## config.mk

```make
export PLATFORM = sky130hd
export DESIGN_NAME = dual_fetch_seq
export DESIGN_NICKNAME = d
export VERILOG_FILES = /design/src/rtl/fetch_pkg.sv /design/src/rtl/fetch_timer.sv /design/src/rtl/route_decoder.sv /design/src/rtl/bus_port.sv /design/src/rtl/dual_fetch_seq.sv
export SDC_FILE = /design/constraint.sdc
export NUM_CORES = 1
export LEC_CHECK = 0
export BUFFER_PORTS_ARGS = -buffer_cell sky130_fd_sc_hd__buf_2
export CORE_MARGIN = 5
export CORE_UTILIZATION = 35
export CTS_CLUSTER_DIAMETER = 40
export CTS_CLUSTER_SIZE = 24
export DETAILED_ROUTE_END_ITERATION = 8
export MAX_ROUTING_LAYER = met4
export PLACE_DENSITY = 0.61
export SYNTH_ARGS = -nofsm -noshare
export SYNTH_HDL_FRONTEND = slang
export SYNTH_SLANG_ARGS = --single-unit
```

## constraint.sdc

```tcl
create_clock -name clk -period 1.8 [get_ports clk]
set_clock_uncertainty 0.15 [all_clocks]
set_input_delay 0.27 -clock clk [delete_from_list [all_inputs] [get_ports clk]]
set_output_delay 0.27 -clock clk [all_outputs]
set_load 0.05 [all_outputs]
```

## src/rtl/fetch_pkg.sv

```systemverilog
package fetch_pkg;
  // Which bus serves a fetch slot
  typedef enum logic [1:0] {
    RT_NONE = 2'd0,
    RT_PRI  = 2'd1,
    RT_ALT  = 2'd2
  } route_e;
endpackage

```

## src/rtl/fetch_timer.sv

```systemverilog
// Oscillator-clock position inside a two-slot machine cycle.
module fetch_timer #(
  parameter int SLOT_CLKS = 6,
  localparam int SUB_W = $clog2(SLOT_CLKS)
) (
  input  logic             clk,
  input  logic             rst_n,
  output logic [SUB_W-1:0] sub_o,      // clock within the slot
  output logic             half_o,     // 1 in the second slot
  output logic             slot_end_o, // last clock of a slot
  output logic             cyc_end_o   // last clock of a machine cycle
);
  localparam logic [SUB_W-1:0] LAST = SUB_W'(SLOT_CLKS - 1);

  logic [SUB_W-1:0] sub_q;
  logic             half_q;

  // Reset parks on the final clock so the first edge opens a cycle
  always_ff @(posedge clk) begin
    if (!rst_n) begin
      sub_q  <= LAST;
      half_q <= 1'b1;
    end else if (sub_q == LAST) begin
      sub_q  <= '0;
      half_q <= ~half_q;
    end else begin
      sub_q <= sub_q + 1'b1;
    end
  end

  assign sub_o      = sub_q;
  assign half_o     = half_q;
  assign slot_end_o = (sub_q == LAST);
  assign cyc_end_o  = (sub_q == LAST) && half_q;
endmodule

```

## src/rtl/route_decoder.sv

```systemverilog
// Chooses the bus for one fetch from the pin levels and the address.
module route_decoder
  import fetch_pkg::*;
#(
  parameter int ADDR_W = 16,
  parameter logic [ADDR_W-1:0] SPLIT_ADDR = 16'h2000
) (
  input  logic              bus_sel_i,
  input  logic              ext_acc_i,
  input  logic [ADDR_W-1:0] addr_i,
  output route_e            route_o
);
  always_comb begin
    unique case ({bus_sel_i, ext_acc_i})
      2'b00:   route_o = RT_PRI;
      2'b01:   route_o = RT_NONE;                 // illegal pin pair
      2'b10:   route_o = RT_ALT;
      default: route_o = (addr_i < SPLIT_ADDR) ? RT_ALT : RT_PRI;
    endcase
  end
endmodule

```

## src/rtl/bus_port.sv

```systemverilog
// One program bus pair: address drive, read strobe and opcode capture.
module bus_port #(
  parameter int ADDR_W    = 16,
  parameter int DATA_W    = 8,
  parameter int SLOT_CLKS = 6,
  parameter int RD_START  = 2,
  parameter int RD_CLKS   = 3,
  localparam int SUB_W    = $clog2(SLOT_CLKS)
) (
  input  logic              clk,
  input  logic              rst_n,
  input  logic              active_i,
  input  logic [ADDR_W-1:0] addr_i,
  input  logic [SUB_W-1:0]  sub_i,
  input  logic [DATA_W-1:0] rd_data_i,
  output logic [DATA_W-1:0] hi_o,
  output logic [DATA_W-1:0] lo_o,
  output logic              lo_oe_o,
  output logic              rd_n_o,
  output logic              cap_v_o,
  output logic [DATA_W-1:0] cap_d_o
);
  localparam logic [SUB_W-1:0] RD_FIRST = SUB_W'(RD_START);
  localparam logic [SUB_W-1:0] RD_LAST  = SUB_W'(RD_START + RD_CLKS - 1);

  logic in_strobe;
  assign in_strobe = (sub_i >= RD_FIRST) && (sub_i <= RD_LAST);

  assign hi_o    = active_i ? addr_i[ADDR_W-1 -: DATA_W] : '0;
  assign lo_oe_o = active_i && (sub_i < RD_FIRST);
  assign lo_o    = lo_oe_o ? addr_i[DATA_W-1:0] : '0;
  assign rd_n_o  = !(active_i && in_strobe);

  always_ff @(posedge clk) begin
    if (!rst_n) begin
      cap_v_o <= 1'b0;
      cap_d_o <= '0;
    end else if (active_i && (sub_i == RD_LAST)) begin
      cap_v_o <= 1'b1;
      cap_d_o <= rd_data_i;
    end else begin
      cap_v_o <= 1'b0;
    end
  end
endmodule

```

## src/rtl/dual_fetch_seq.sv

```systemverilog
module dual_fetch_seq
  import fetch_pkg::*;
#(
  parameter int ADDR_W    = 16,
  parameter int DATA_W    = 8,
  parameter int SLOT_CLKS = 6,
  parameter int ALE_CLKS  = 2,
  parameter int RD_START  = 2,
  parameter int RD_CLKS   = 3,
  parameter logic [ADDR_W-1:0] SPLIT_ADDR = 16'h2000
) (
  input  logic              clk,
  input  logic              rst_n,
  input  logic [ADDR_W-1:0] pc_i,
  input  logic              bus_sel_i,
  input  logic              ext_acc_i,
  input  logic              xdata_cyc_i,
  output logic              ale_o,
  output logic              pri_rd_n_o,
  output logic [DATA_W-1:0] pri_hi_o,
  output logic [DATA_W-1:0] pri_lo_o,
  output logic              pri_lo_oe_o,
  input  logic [DATA_W-1:0] pri_lo_i,
  output logic              alt_rd_n_o,
  output logic [DATA_W-1:0] alt_hi_o,
  output logic [DATA_W-1:0] alt_lo_o,
  output logic              alt_lo_oe_o,
  input  logic [DATA_W-1:0] alt_lo_i,
  output logic              op_valid_o,
  output logic [DATA_W-1:0] op_data_o
);
  localparam int SUB_W  = $clog2(SLOT_CLKS);
  localparam int N_BUS  = 2;
  localparam logic [SUB_W-1:0] ALE_END = SUB_W'(ALE_CLKS);

  logic [SUB_W-1:0] sub;
  logic             half, slot_end, cyc_end;

  fetch_timer #(.SLOT_CLKS(SLOT_CLKS)) u_timer (
    .clk(clk), .rst_n(rst_n), .sub_o(sub), .half_o(half),
    .slot_end_o(slot_end), .cyc_end_o(cyc_end)
  );

  route_e dec_route;
  route_decoder #(.ADDR_W(ADDR_W), .SPLIT_ADDR(SPLIT_ADDR)) u_dec (
    .bus_sel_i(bus_sel_i), .ext_acc_i(ext_acc_i), .addr_i(pc_i),
    .route_o(dec_route)
  );

  // Slot context, loaded on the clock edge that opens each slot
  route_e            ctx_route;
  logic              ctx_live;
  logic              xd_q;
  logic [ADDR_W-1:0] ctx_addr;

  always_ff @(posedge clk) begin
    if (!rst_n) begin
      ctx_route <= RT_NONE;
      ctx_live  <= 1'b0;
      xd_q      <= 1'b0;
      ctx_addr  <= '0;
    end else if (slot_end) begin
      if (cyc_end) begin
        xd_q      <= xdata_cyc_i;
        ctx_live  <= 1'b1;
        ctx_route <= dec_route;
        ctx_addr  <= pc_i;
      end else if (xd_q) begin
        ctx_live  <= 1'b0;       // slot lent to the data access
        ctx_route <= RT_NONE;
      end else begin
        ctx_live  <= 1'b1;
        ctx_route <= dec_route;
        ctx_addr  <= pc_i;
      end
    end
  end

  assign ale_o = ctx_live && (sub < ALE_END);

  logic [DATA_W-1:0] hi_w  [N_BUS];
  logic [DATA_W-1:0] lo_w  [N_BUS];
  logic [DATA_W-1:0] rd_w  [N_BUS];
  logic [DATA_W-1:0] cap_d [N_BUS];
  logic [N_BUS-1:0]  oe_w, rdn_w, cap_v;

  assign rd_w[0] = pri_lo_i;
  assign rd_w[1] = alt_lo_i;

  for (genvar b = 0; b < N_BUS; b++) begin : g_bus
    localparam route_e MY_ID = (b == 0) ? RT_PRI : RT_ALT;
    bus_port #(
      .ADDR_W(ADDR_W), .DATA_W(DATA_W), .SLOT_CLKS(SLOT_CLKS),
      .RD_START(RD_START), .RD_CLKS(RD_CLKS)
    ) u_port (
      .clk(clk), .rst_n(rst_n),
      .active_i(ctx_route == MY_ID), .addr_i(ctx_addr), .sub_i(sub),
      .rd_data_i(rd_w[b]),
      .hi_o(hi_w[b]), .lo_o(lo_w[b]), .lo_oe_o(oe_w[b]), .rd_n_o(rdn_w[b]),
      .cap_v_o(cap_v[b]), .cap_d_o(cap_d[b])
    );
  end

  assign pri_hi_o    = hi_w[0];
  assign pri_lo_o    = lo_w[0];
  assign pri_lo_oe_o = oe_w[0];
  assign pri_rd_n_o  = rdn_w[0];
  assign alt_hi_o    = hi_w[1];
  assign alt_lo_o    = lo_w[1];
  assign alt_lo_oe_o = oe_w[1];
  assign alt_rd_n_o  = rdn_w[1];

  assign op_valid_o = |cap_v;
  assign op_data_o  = cap_v[1] ? cap_d[1] : cap_d[0];
endmodule

```

==> impl_results.md <==
- Outcome: complete, but fails checks
- Failing checks: negative setup slack
- Total GRT Usage: 0.161
- Mean cell area of the mapped netlist: 8.44 um2
- Delay-heaviest family, CP: simple AND/OR/NAND/NOR gates
- R2r endpoint: ctx_addr[1]
- Period utilisation layout: 1.07
- Startpoint type of the worst setup path: flip-flop
- Flop2flop setup slack: 0.14 ns
- Slowest stage cell, crit path: dfxtp_4
- Ys async rst share: 0
- Initial DRC count: 45
- Critical path capture point type: output port
- RSZ-0062 raised after global routing: true
- Initial antenna violation count: 0
- Hold Crit Endpoint: g_bus[0].u_port.cap_d_o[0]
- Via count: 1,990
- Share of cells above drive strength 1: 0.450
- Mapped Area: 0.00203 mm2
- GPL Wtd Cong: 0.742
- Pre-antenna DRT Iters: 4
- Die Wd: 86.2 um
- Antenna cell count: 0
- Die Ht: 86.2 um
- Placed cells: 393
- Cell repeated most along the worst path: buf_6
- Top Ports: 83
- Minimum clock period: 1.93 ns
- Worst EP required: 1.38 ns
- Setup slack after layout: -0.128 ns
- Vias in the first global route: 1,985
- LEAKAGE: 0.00135 uW
- Worst-path clk slew: 0.08 ns
- IO buf count: 82
- Buffer and inverter count on the worst path: 2
- First-pass GRT wire length: 9350 um
- Fin cells: 410
- Wire per inst: 14.4 um
- Hold crit path type: in2reg
- Min-Delay Startpoint: pri_lo_i[0]
- Row count: 27
- Warning count from the yosys run: 0
- Layout Area Growth over Synthesis: 53.3%
- Mean number of vias per cell: 4.85
- DP HPWL: 3990 um
- Pwr Total: 2310 uW
- Max-slew violation count: 0
- CTS tree: built
- Crit path DAT: 1.51 ns
- Hold Path Depth: 3
- Sequential area share after synthesis: 0.414
- Core Box Area: 0.00557 mm2
- H-Tree Depth: 2
- Worst stage delay on the critical path: 0.35 ns
- Remaining antenna violation count: 0
- Die ar.: 0.00743 mm2
- Mapped Cells: 241
- Grt total ovfl: 0
- Worst-Skew Late Latency: 0.29 ns
- Clock buffer depth: 2
- Final nets: 377
- R2r startpoint: u_timer.sub_o[0]
- Maximum fanout along the worst path: 9
- Root buffer selected by CTS: clkbuf_8
- Residual DRC count: 0
- Clock sinks: 42
- PwrDens: 741 mW/mm2
- Max-cap violations: 0
- Final hold violations: 0
- Setup violators final: 18
- Synthesis-stage register bit count: 42
- Worst Tran Pin Value: 0.530 ns
- Largest net degree at the start of global routing: 26
- Type of the worst setup path: reg2out
- Initial core utilization: 0.365
- Top_reg_cell synth: dfxtp_1
- Yosys cell types: 28
- CTS Buf Count: 5
- F_max: 519 MHz
- Post-synth EDFFs: 0
- Worst reg-to-reg path cell count: 6
- CP cell instances: and2b_2 > nor3b_4 > buf_6 > and2_2 > buf_6
- Syn_nets: 281
- Slew headroom: 0.647
- Total Routed Length: 5910 um
- Max IR drop VDD: 438 uV
metal layers:
metal  routed length [um]  share of wire  track usage  vias up
li1                     -              -            -     1006
met5                    0              0            -        -
met1                 2710           0.46        0.198      900
met2                 2690           0.46        0.261       75
met3                  445          0.075       0.0494        9
met4                   68          0.012       0.0354        0
cells by family (layout without fill, tap and decap cells):
family	after synthesis	after routing	share of synthesized area
compound gates	56	56	0.182
buf+inv	17	114	0.0351
simple gates	113	113	0.298
mux	9	9	0.0492
xor+xnor	1	1	0.00431
flops	42	42	0.414
fa+ha+maj	3	3	0.0185
power breakdown:
group / switching, uW / total [uW] / internal (uW)
clock network: 321 / 630 / 308
logic: 331 / 592 / 261
registers: 70.9 / 1090 / 1020
total: 723 / 2310 / 1590
cell usage after synthesis (2+ instances only):
cell type,instances,area share
nor3b_2,2,0.012
o21ai_0,20,0.049
inv_1,2,0.0037
clkbuf_1,9,0.017
buf_2,6,0.015
ha_1,3,0.018
nand4b_1,2,0.0086
and2_1,34,0.10
dfxtp_1,42,0.41
mux2_2,8,0.044
and2b_2,2,0.0086
and4b_1,2,0.0098
a21boi_0,33,0.12
nand3_1,21,0.052
nand2_1,41,0.076
nor2_1,2,0.0037
metrics by stage:
step	setup slack [ns]	setup TNS, ns	utilization	instance area [um2]	hold WS (ns)
6_report	-0.128	-1.93	0.559	3120	0.0752
5_1_grt	-0.208	-3.57	0.559	3120	0.0631
4_1_cts	-0.140	-1.86	0.547	3050	0.0656
3_5_place_dp	0.0356	0	0.470	2620	0.306
3_3_place_gp	0.0593	0	0.470	2620	0.301
2_1_floorplan	-0.221	-3.42	-	2080	0.263
worst max-delay path by stage:
stage                       startpoint  slack [ns]           to  cells after the start
after global routing      ctx_route[1]       -0.21  pri_lo_o[5]                      5
after floorplan           ctx_route[0]       -0.22  alt_lo_o[0]                      3
after detailed placement  ctx_route[1]        0.04  pri_lo_o[5]                      4
after CTS                 ctx_route[1]       -0.14  pri_lo_o[5]                      5
after global placement    ctx_route[0]        0.06  alt_lo_o[5]                      4
final                     ctx_route[0]       -0.13  alt_lo_o[0]                      5
repair_timing:
item | CTS | global route
buffers inserted | 5 | 4
cloned | 0 | 0
setup endpoints to repair | 44 | 39
pin swaps | 5 | 0
hold buffers | 0 | 0
gates resized for setup | 97 | 13
final cells by class:
cell class | instances | area, um2
clock buffer | 6 | 82.6
clock inverter | 2 | 12.5
fill | 499 | 2460
inverter | 2 | 7.51
multi-input combinational | 182 | 1190
sequential | 42 | 858
tap | 72 | 90.1
timing repair buffer | 104 | 877
tightest hold or removal path: cells and delay by family:
family / cells / cell delay [ns]
compound gates: 1 / 0.06
buf+inv: 1 / 0.10
simple gates: 1 / 0.04
state kept, by name (all words and copies together), names as in the netlist:
| register | count |
|---|---|
| ctx_addr | 16 |
| g_bus.u_port.cap_d_o | 16 |
| u_timer.sub_o | 3 |
| ctx_route | 2 |
| g_bus.u_port.cap_v_o | 2 |
| ctx_live | 1 |
| u_timer.half_o | 1 |
| xd_q | 1 |
cell usage in the layout, fill, tap and decap left out, types with 2 or more instances in the layout:
| cell type | count |
|---|---|
| a21boi_0 | 33 |
| and2_1 | 16 |
| and2_2 | 6 |
| and2_4 | 12 |
| and2b_2 | 2 |
| and4b_1 | 2 |
| buf_2 | 46 |
| buf_4 | 16 |
| buf_6 | 29 |
| buf_8 | 12 |
| clkbuf_8 | 6 |
| dfxtp_1 | 36 |
| dfxtp_2 | 2 |
| dfxtp_4 | 4 |
| ha_1 | 2 |
| mux2_2 | 8 |
| nand2_1 | 41 |
| nand3_1 | 21 |
| nand4b_1 | 2 |
| nor2_1 | 2 |
| nor3b_4 | 2 |
| o21ai_0 | 20 |
Note: power is estimated with default switching activity, not from simulation.
